**config.mk**
```make
export PLATFORM = sky130hd
export DESIGN_NAME = isa_mem_seq
export DESIGN_NICKNAME = d
export VERILOG_FILES = /design/src/rtl/isa_seq_pkg.sv /design/src/rtl/isa_seq_wait_timer.sv /design/src/rtl/isa_seq_lanes.sv /design/src/rtl/isa_seq_ctrl.sv /design/src/rtl/isa_mem_seq.sv
export SDC_FILE = /design/constraint.sdc
export NUM_CORES = 1
export LEC_CHECK = 0
export ABC_CLOCK_PERIOD_IN_PS = 2400
export BUFFER_PORTS_ARGS = -buffer_cell sky130_fd_sc_hd__buf_2
export CORE_MARGIN = 2
export CORE_UTILIZATION = 50
export CTS_CLUSTER_DIAMETER = 200
export DETAILED_ROUTE_END_ITERATION = 6
export PLACE_DENSITY = 0.88
export SLEW_MARGIN = 20
export SYNTH_ARGS = -nofsm -noshare
export SYNTH_HDL_FRONTEND = slang
export SYNTH_SLANG_ARGS = --single-unit
export TNS_END_PERCENT = 1
```
**constraint.sdc**
```tcl
create_clock -name clk -period 2.4 [get_ports clk]
set_input_delay 0.6 -clock clk [delete_from_list [all_inputs] [get_ports clk]]
set_output_delay 0.6 -clock clk [all_outputs]
set_load 0.005 [all_outputs]
```
**src/rtl/isa_seq_pkg.sv**
```systemverilog
package isa_seq_pkg;

  typedef enum logic [1:0] {
    ST_IDLE = 2'd0,
    ST_ADDR = 2'd1,
    ST_CMD  = 2'd2,
    ST_DONE = 2'd3
  } seq_state_t;

  // Wait states granted when the device never asks for an early end.
  function automatic int unsigned wait_limit(input logic dev8,
                                             input int unsigned ws16,
                                             input int unsigned ws8);
    return dev8 ? ws8 : ws16;
  endfunction

  // True when lanes 15..8 carry the active data of this bus cycle.
  function automatic logic hi_lane(input logic word, input logic dev8,
                                   input logic a0);
    return !dev8 && (word || a0);
  endfunction

  // Places the host write data onto the bus lanes.
  function automatic logic [15:0] steer_out(input logic [15:0] wd,
                                            input logic word,
                                            input logic dev8,
                                            input logic a0,
                                            input logic second);
    logic [15:0] r;
    if (dev8)
      r = {8'h00, (second ? wd[15:8] : wd[7:0])};
    else if (word)
      r = wd;
    else if (a0)
      r = {wd[7:0], 8'h00};
    else
      r = {8'h00, wd[7:0]};
    return r;
  endfunction

  // Folds the lanes returned by one bus cycle into the host read result.
  function automatic logic [15:0] merge_rd(input logic [15:0] prev,
                                           input logic [15:0] din,
                                           input logic word,
                                           input logic dev8,
                                           input logic a0,
                                           input logic second);
    logic [15:0] r;
    if (dev8)
      r = second ? {din[7:0], prev[7:0]} : {8'h00, din[7:0]};
    else if (word)
      r = din;
    else if (a0)
      r = {8'h00, din[15:8]};
    else
      r = {8'h00, din[7:0]};
    return r;
  endfunction

endpackage

```
**src/rtl/isa_seq_wait_timer.sv**
```systemverilog
module isa_seq_wait_timer
  import isa_seq_pkg::*;
#(
  parameter int unsigned WS16 = 1,
  parameter int unsigned WS8  = 4
) (
  input  logic clk,
  input  logic rst_n,
  input  logic active,
  input  logic dev8,
  input  logic zws_n,
  output logic last_o
);
  localparam int unsigned MAXWS = (WS8 > WS16) ? WS8 : WS16;
  localparam int unsigned CW    = $clog2(MAXWS + 2);

  logic [CW-1:0] cnt;
  logic [CW-1:0] lim;
  logic          first_clk;
  logic          zws_hit;
  logic          lim_hit;

  always_comb begin
    lim       = CW'(wait_limit(dev8, WS16, WS8));
    first_clk = (cnt == '0);
    // an 8-bit device cannot shorten the first command clock
    zws_hit   = active && !zws_n && !(dev8 && first_clk);
    lim_hit   = active && (cnt == lim);
    last_o    = zws_hit || lim_hit;
  end

  always_ff @(posedge clk) begin
    if (!rst_n)
      cnt <= '0;
    else if (active && !last_o)
      cnt <= cnt + 1'b1;
    else
      cnt <= '0;
  end

endmodule

```
**src/rtl/isa_seq_lanes.sv**
```systemverilog
module isa_seq_lanes
  import isa_seq_pkg::*;
(
  input  logic [15:0] wdata,
  input  logic [15:0] rd_prev,
  input  logic [15:0] din,
  input  logic        word,
  input  logic        dev8,
  input  logic        a0,
  input  logic        second,
  input  logic        drive,
  output logic [15:0] d_out,
  output logic        hi_en,
  output logic [15:0] rd_next
);
  always_comb begin
    d_out   = drive ? steer_out(wdata, word, dev8, a0, second) : 16'h0000;
    hi_en   = drive && hi_lane(word, dev8, a0);
    rd_next = merge_rd(rd_prev, din, word, dev8, a0, second);
  end
endmodule

```
**src/rtl/isa_seq_ctrl.sv**
```systemverilog
module isa_seq_ctrl
  import isa_seq_pkg::*;
#(
  parameter int unsigned AW = 20
) (
  input  logic          clk,
  input  logic          rst_n,
  input  logic          req_valid,
  input  logic          req_write,
  input  logic          req_word,
  input  logic          req_dev8,
  input  logic [AW-1:0] req_addr,
  input  logic [15:0]   req_wdata,
  input  logic          cmd_last,
  input  logic [15:0]   rd_next,
  output seq_state_t    state_o,
  output logic          wr_q,
  output logic          word_q,
  output logic          dev8_q,
  output logic          second_q,
  output logic [AW-1:0] cur_addr,
  output logic [15:0]   wdata_q,
  output logic [15:0]   rd_q
);
  seq_state_t    st;
  logic [AW-1:0] base_q;
  logic          accept;
  logic          split;

  assign accept   = (st == ST_IDLE) && req_valid;
  assign split    = word_q && dev8_q;
  assign cur_addr = base_q + AW'(second_q);
  assign state_o  = st;

  always_ff @(posedge clk) begin
    if (!rst_n) begin
      st       <= ST_IDLE;
      base_q   <= '0;
      wr_q     <= 1'b0;
      word_q   <= 1'b0;
      dev8_q   <= 1'b0;
      second_q <= 1'b0;
      wdata_q  <= '0;
      rd_q     <= '0;
    end else begin
      unique case (st)
        ST_IDLE: begin
          if (accept) begin
            base_q   <= req_addr;
            wr_q     <= req_write;
            word_q   <= req_word;
            dev8_q   <= req_dev8;
            wdata_q  <= req_wdata;
            second_q <= 1'b0;
            st       <= ST_ADDR;
          end
        end
        ST_ADDR: st <= ST_CMD;
        ST_CMD: begin
          if (cmd_last) begin
            if (!wr_q) rd_q <= rd_next;
            if (split && !second_q) begin
              second_q <= 1'b1;
              st       <= ST_ADDR;
            end else begin
              st <= ST_DONE;
            end
          end
        end
        ST_DONE: st <= ST_IDLE;
        default: st <= ST_IDLE;
      endcase
    end
  end
endmodule

```
**src/rtl/isa_mem_seq.sv**
```systemverilog
module isa_mem_seq
  import isa_seq_pkg::*;
#(
  parameter int unsigned AW   = 20,
  parameter int unsigned WS16 = 1,
  parameter int unsigned WS8  = 4
) (
  input  logic          clk,
  input  logic          rst_n,
  input  logic          req_valid,
  input  logic          req_write,
  input  logic          req_word,
  input  logic          req_dev8,
  input  logic [AW-1:0] req_addr,
  input  logic [15:0]   req_wdata,
  output logic          busy,
  output logic          done,
  output logic [15:0]   rd_data,
  output logic [AW-1:0] bus_addr,
  output logic          bus_memr_n,
  output logic          bus_memw_n,
  output logic          bus_hi_en,
  output logic [15:0]   bus_d_out,
  output logic          bus_d_oe,
  input  logic [15:0]   bus_d_in,
  input  logic          bus_zws_n
);
  seq_state_t    st;
  logic          wr_q, word_q, dev8_q, second_q;
  logic [15:0]   wdata_q, rd_q, rd_next;
  logic [AW-1:0] cur_addr;
  logic          in_addr, in_cmd, cmd_last, drive;
  logic          tgt_dev8;   // named for the checker

  assign in_addr  = (st == ST_ADDR);
  assign in_cmd   = (st == ST_CMD);
  assign drive    = in_addr || in_cmd;
  assign tgt_dev8 = dev8_q;

  isa_seq_ctrl #(.AW(AW)) u_ctrl (
    .clk(clk), .rst_n(rst_n),
    .req_valid(req_valid), .req_write(req_write), .req_word(req_word),
    .req_dev8(req_dev8), .req_addr(req_addr), .req_wdata(req_wdata),
    .cmd_last(cmd_last), .rd_next(rd_next),
    .state_o(st), .wr_q(wr_q), .word_q(word_q), .dev8_q(dev8_q),
    .second_q(second_q), .cur_addr(cur_addr), .wdata_q(wdata_q), .rd_q(rd_q)
  );

  isa_seq_wait_timer #(.WS16(WS16), .WS8(WS8)) u_timer (
    .clk(clk), .rst_n(rst_n), .active(in_cmd), .dev8(dev8_q),
    .zws_n(bus_zws_n), .last_o(cmd_last)
  );

  isa_seq_lanes u_lanes (
    .wdata(wdata_q), .rd_prev(rd_q), .din(bus_d_in), .word(word_q),
    .dev8(dev8_q), .a0(cur_addr[0]), .second(second_q), .drive(drive),
    .d_out(bus_d_out), .hi_en(bus_hi_en), .rd_next(rd_next)
  );

  assign bus_addr   = cur_addr;
  assign bus_memr_n = !(in_cmd && !wr_q);
  assign bus_memw_n = !(in_cmd && wr_q);
  assign bus_d_oe   = drive && wr_q;
  assign busy       = (st != ST_IDLE);
  assign done       = (st == ST_DONE);
  assign rd_data    = rd_q;

endmodule

```
* Yosys cells after proc, flatten, opt, wreduce, memory -nomap -nowiden
Cells that the tools add are included.
Storage, ports and cells: register bits after elaboration 61, latch bits 0, memory bits (writable) 0, ROM bits 0, input bits 59, output and inout bits 58, logic and storage cells 73, memories kept 0
Cells by class: add/subtract/negate cells 2, $mul 0, divide/modulo/power cells 0, magnitude comparators 0, equal/unequal tests 8, shifts and indexed selects 0, mux-type cells 18, bitwise gates (word level) 1, reductions and logical operators 34
Operator list (number):
- 2-to-1 mux 16 bit | 7
- adder 20 x 1 -> 20 bit | 1
- 2-to-1 mux 8 bit | 2
- logical AND 1 bit | 13
- logical NOT 1 bit | 8
- case mux 2 bit (4 select lines) | 1
- AND reduction 4 bit | 2
- 2-to-1 mux 2 bit | 3
- != test 2 x 1 -> 1 bit (second input constant) | 3
- AND reduction 2 bit | 3
- == test 2 bit (second input constant) | 2
- nonzero test 2 bit | 2
- adder 3 x 1 -> 3 bit (second input constant) | 1
- == test 3 bit | 1
- logical NOT 3 bit | 1
- logical OR 1 bit | 3
- 2-to-1 mux 1 bit | 3
- 2-to-1 mux 3 bit | 1
- AND reduction 3 bit | 1
- == test 2 x 1 -> 1 bit (second input constant) | 1
- logical NOT 2 bit | 1
- != test 2 bit (second input constant) | 1
- case mux 1 bit (2 select lines) | 1
- NOT 1 bit | 1

* Longest topological paths before layout
word-level depth 8, gate-level depth with buffers 7, depth with buffers taken out 6

* Hierarchy
From an unflattened synthesis, not the netlist that was laid out.
Second synthesis, totals: cell total of the unflattened synthesis 416, area, all modules 3504.6 um2
By module, submodules not included:
- isa_seq_ctrl | instances 1, cells an instance 305, area each 2592.5 um2, seq. area each 1161.1 um2
- isa_seq_lanes | instances 1, cells an instance 84, area each 673.1 um2, seq. area each 0.0 um2
- isa_seq_wait_timer | instances 1, cells an instance 18, area each 173.9 um2, seq. area each 60.1 um2
- isa_mem_seq | instances 1, cells an instance 9, area each 65.1 um2, seq. area each 0.0 um2

* Least setup slack after synthesis
OpenSTA, ideal clock, no wires.
path kind reg-to-output, start register u_ctrl.second_q, end output port bus_d_out[0], arrival time 1.439 ns, data required time 1.800 ns, path slack 0.361 ns, cell stages (with the launch flop) 8, path buffers 2, path through dfxtp_1 ha_1 nand2b_1 clkbuf_1 o21ba_2 buf_2 a22oi_1 nor2b_1
On the way: word-level cells in the longest chain between the ends 5, elaborated cells on any way between the ends 6, those cells by class 1 x add/sub; 5 x mux
RTL lines:
- start, declared | RTL line isa_seq_ctrl.sv:20 | output logic second_q,
- start signal, assigned | RTL line isa_seq_ctrl.sv:42 | second_q <= 1'b0;
- start signal, assigned | RTL line isa_seq_ctrl.sv:54 | second_q <= 1'b0;
- start signal, assigned | RTL line isa_seq_ctrl.sv:63 | second_q <= 1'b1;
- adder 20 x 1 -> 20 bit | RTL line isa_seq_ctrl.sv:32 | assign cur_addr = base_q + AW'(second_q);
- net u_lanes.a0 | RTL line isa_seq_lanes.sv:9 | input logic a0,
- 2-to-1 mux 16 bit | RTL line isa_seq_pkg.sv:34 | else if (a0)
- 2-to-1 mux 16 bit | RTL line isa_seq_pkg.sv:32 | else if (word)
- 2-to-1 mux 16 bit | RTL line isa_seq_pkg.sv:30 | if (dev8)
- 2-to-1 mux 16 bit | RTL line isa_seq_lanes.sv:17 | d_out = drive ? steer_out(wdata, word, dev8, a0, second) : 16'h0000;
- end, declared | RTL line isa_mem_seq.sv:23 | output logic [15:0] bus_d_out,
The timed path passes the listed nets, and every way through them passes these cells.

* Worst setup path after layout
start register u_ctrl.base_q[4], end output port bus_addr[13]
On the way: word-level cells in the longest chain between the ends 1
RTL lines:
- start, declared | RTL line isa_seq_ctrl.sv:26 | logic [AW-1:0] base_q;
- start signal, assigned | RTL line isa_seq_ctrl.sv:49 | base_q <= req_addr;
- adder 20 x 1 -> 20 bit | RTL line isa_seq_ctrl.sv:32
- end, declared | RTL line isa_mem_seq.sv:19 | output logic [AW-1:0] bus_addr,
Every way passes these cells.

==> metrics.txt <==
status finished with violations; failing checks negative setup slack; Worst Setup Start Kind flop; final slew viol count 0; crit path time final 2.42 ns; # fillers 525; Starting Density 0.514; hold_ws 0.458 ns; Post-synth EDFFs 0; Max Fclk 0.413 GHz; distinct cell type count after synthesis 42; dpl hpwl 6780 um; Worst path slowest cell dfxtp_1; syn_area_per_cell 8.15 um^2; most common cell after layout, fill and taps aside nand2_1; sequential fraction of the synthesis area 0.352; Final Hold Fails 0; first-pass GRT wire length 14900 um; number of port buffers 116; Synth area leaders dfxtp_1 (35%), nand2_1 (13%), a21boi_0 (8.4%); Clk Latency, worst-skew pair 0.35 ns; Die Ht 87.3 um; Worst-path clk slew 0.06 ns; Clock Sinks 61; vias per inst 5.63; synth-to-layout area growth 27.3%; die width 87.3 um; vias in the first global route 3294; Syn Nets 493; DR WL/cell 15.4 um; final instance area 4420 um^2; power share of the combinational group 0.268; Tightest Pin Transition 0.599 ns; worst hold endpoint u_ctrl.rd_q[15]$_SDFFE_PN0P_; DRT antenna net count 0; Worst R2R End u_ctrl.rd_q[5]$_SDFFE_PN0P_; Crit path max-delay family simple AND/OR/NAND/NOR gates; ys async rst share 0; DR pass1 iterations 5; layout cells sized above 1 0.322; FF-to-FF path depth 6; Die Area 7630 um^2; max_slew headroom 0.600; Worst Path Max Fanout 6; I/O pin count 117; fin crit share 1.01; final net count 606; # rows 30; GRT Util Overall 0.248; setup ws final -0.0227 ns; Vias 3508; Crit path arrival time 1.82 ns; initial antenna violation count 0; Seq pwr share 0.414; CP bufs+invs 2; largest net degree at the start of global routing 33; Post-Route WL 9600 um; most frequent cells in the layout nand2_1 (120), buf_2 (116), dfxtp_1 (55); 1st-iter DRT viols 247; antenna cells 0; CTS tree yes; hold path cells 2; Hold Path Origin u_ctrl.rd_q[15]$_SDFFE_PN0P_; Tightest Hold Check Type reg2reg; cell chosen for the clock root clkbuf_8; R2R setup slack 0.56 ns; max-cap check violation count 0; Max clock buf depth 2; top_reg_cell synth dfxtp_1; GP Congestion 0.910; Static Leakage 2.05 nW; CP max stage delay 0.43 ns; Clock power frac 0.318; endpoint class of the critical path output port; Switching Share 0.319; worst r2r src u_timer.cnt[0]$_SDFF_PN0_; htree depth 3; Cell Area, Synth 3470 um^2; PwrDens 662 nW/um^2; Crit Path Category reg2out; core area 6760 um^2; post-synthesis cell count 426; YS warnings 0; RSZ-0062 raised after global routing yes; crit path cell chain nand4_1, buf_4, nor2_4, and3_1, xor2_1, buf_2; leading area contributor after synthesis dfxtp_1; post-synth top area share 0.352; # hold bufs at CTS 0; total CTS buffers 9; sw power 935 uW; Final setup violation count 1; worst endpoint required time 1.80 ns; total gr overflow 0; dpl cell area 4090 um^2; #FFs+latches synth 61; clock skew 0.00750 ns; Peak VDD IR 0.389 mV; Internal 1.99 mW; DR DRC count 0
-- synthesized netlist by cell type (all sizes together), types with 13 or more instances --
| master | instances |
|---|---|
| clkbuf | 16 |
| dfxtp | 61 |
| nor2b | 17 |
| buf | 15 |
| mux2i | 22 |
| a21boi | 40 |
| xnor2 | 13 |
| nor2 | 20 |
| nand2 | 120 |
-- per-layer routing --
metal / track usage / routed length (um) / vias up
li1: - / - / 1671
met1: 0.290 / 3850 / 1632
met2: 0.415 / 4730 / 159
met3: 0.0540 / 593 / 46
met4: 0.141 / 421 / 0
met5: 0 / 0 / -
-- stage by stage --
step | TNS, ns | total power [mW] | setup slack (ns) | std cells | utilization
detailed placement | 0 | 1.97 | 0.156 | 604 | 0.606
global placement | 0 | 1.95 | 0.172 | 604 | 0.606
CTS | -0.00873 | 2.91 | -0.00873 | 621 | 0.644
global route | -0.222 | 3.06 | -0.0932 | 623 | 0.654
floorplan | 0 | 1.70 | 0.361 | 426 | -
finish | -0.0227 | 2.93 | -0.0227 | 623 | 0.654
-- layout make-up --
cell class              count  area [um^2]  area share
multi-input cells         326         2140       0.484
flip-flops and latches     61         1230       0.278
repair buffers            133          721       0.163
clock buffers              11          151      0.0342
well taps                  80          100      0.0226
clock inverters             4         47.5      0.0108
inverters                   8         30.0     0.00679
-- worst max-delay path by stage --
stage,from,to,cells after the start,slack [ns]
2_1_floorplan,u_ctrl.second_q$_SDFFE_PN0P_,bus_d_out[0],7,0.36
3_3_place_gp,u_ctrl.second_q$_SDFFE_PN0P_,bus_addr[16],7,0.17
3_5_place_dp,u_ctrl.second_q$_SDFFE_PN0P_,bus_addr[16],7,0.16
4_1_cts,u_ctrl.base_q[3]$_SDFFE_PN0P_,bus_addr[11],5,-0.009
5_1_grt,u_ctrl.base_q[4]$_SDFFE_PN0P_,bus_addr[13],6,-0.09
6_report,u_ctrl.base_q[4]$_SDFFE_PN0P_,bus_addr[13],6,-0.02
-- state kept, by name, summed over array words and instances (netlist names) --
register and count:
u_ctrl.wr_q 1, u_ctrl.second_q 1, u_ctrl.word_q 1, u_timer.cnt 3, u_ctrl.dev8_q 1, u_ctrl.wdata_q 16, u_ctrl.base_q 20, u_ctrl.state_o 2
u_ctrl.rd_q 16
-- worst reg2reg max path, stage by stage (launching register included) --
cell and delay (ns):
dfxtp_1 0.34, inv_1 0.08, ha_1 0.14, nor2_1 0.05
a311oi_2 0.43, a211o_1 0.48, mux2i_1 0.25
-- power groups by stage --
stage                     clock (mW)  sequential (mW)  combinational (mW)
after floorplan                    0             1.19               0.501
after global placement             0             1.21               0.733
after detailed placement           0             1.22               0.753
after CTS                      0.938             1.20               0.769
after global routing           0.985             1.22               0.858
final                          0.932             1.21               0.785
-- repair_timing --
action	4_1_cts	5_1_grt
endpoints found under the setup margin	23	24
hold endpoints to repair	0	0
buffers inserted	2	2
pin swaps	2	6
gates cloned	0	0
resized for setup	11	13
-- cells by family after synthesis --
logic type | after synthesis | synth area share
xor gates and xnor gates | 19 | 0.0479
buffers and inverters | 39 | 0.0576
and+or+nand+nor | 199 | 0.272
muxes | 22 | 0.0634
DFF | 61 | 0.352
adders and majority gates | 8 | 0.0288
AOI/OAI and AO/OA | 78 | 0.179
Power figures use the tool's default switching activity.
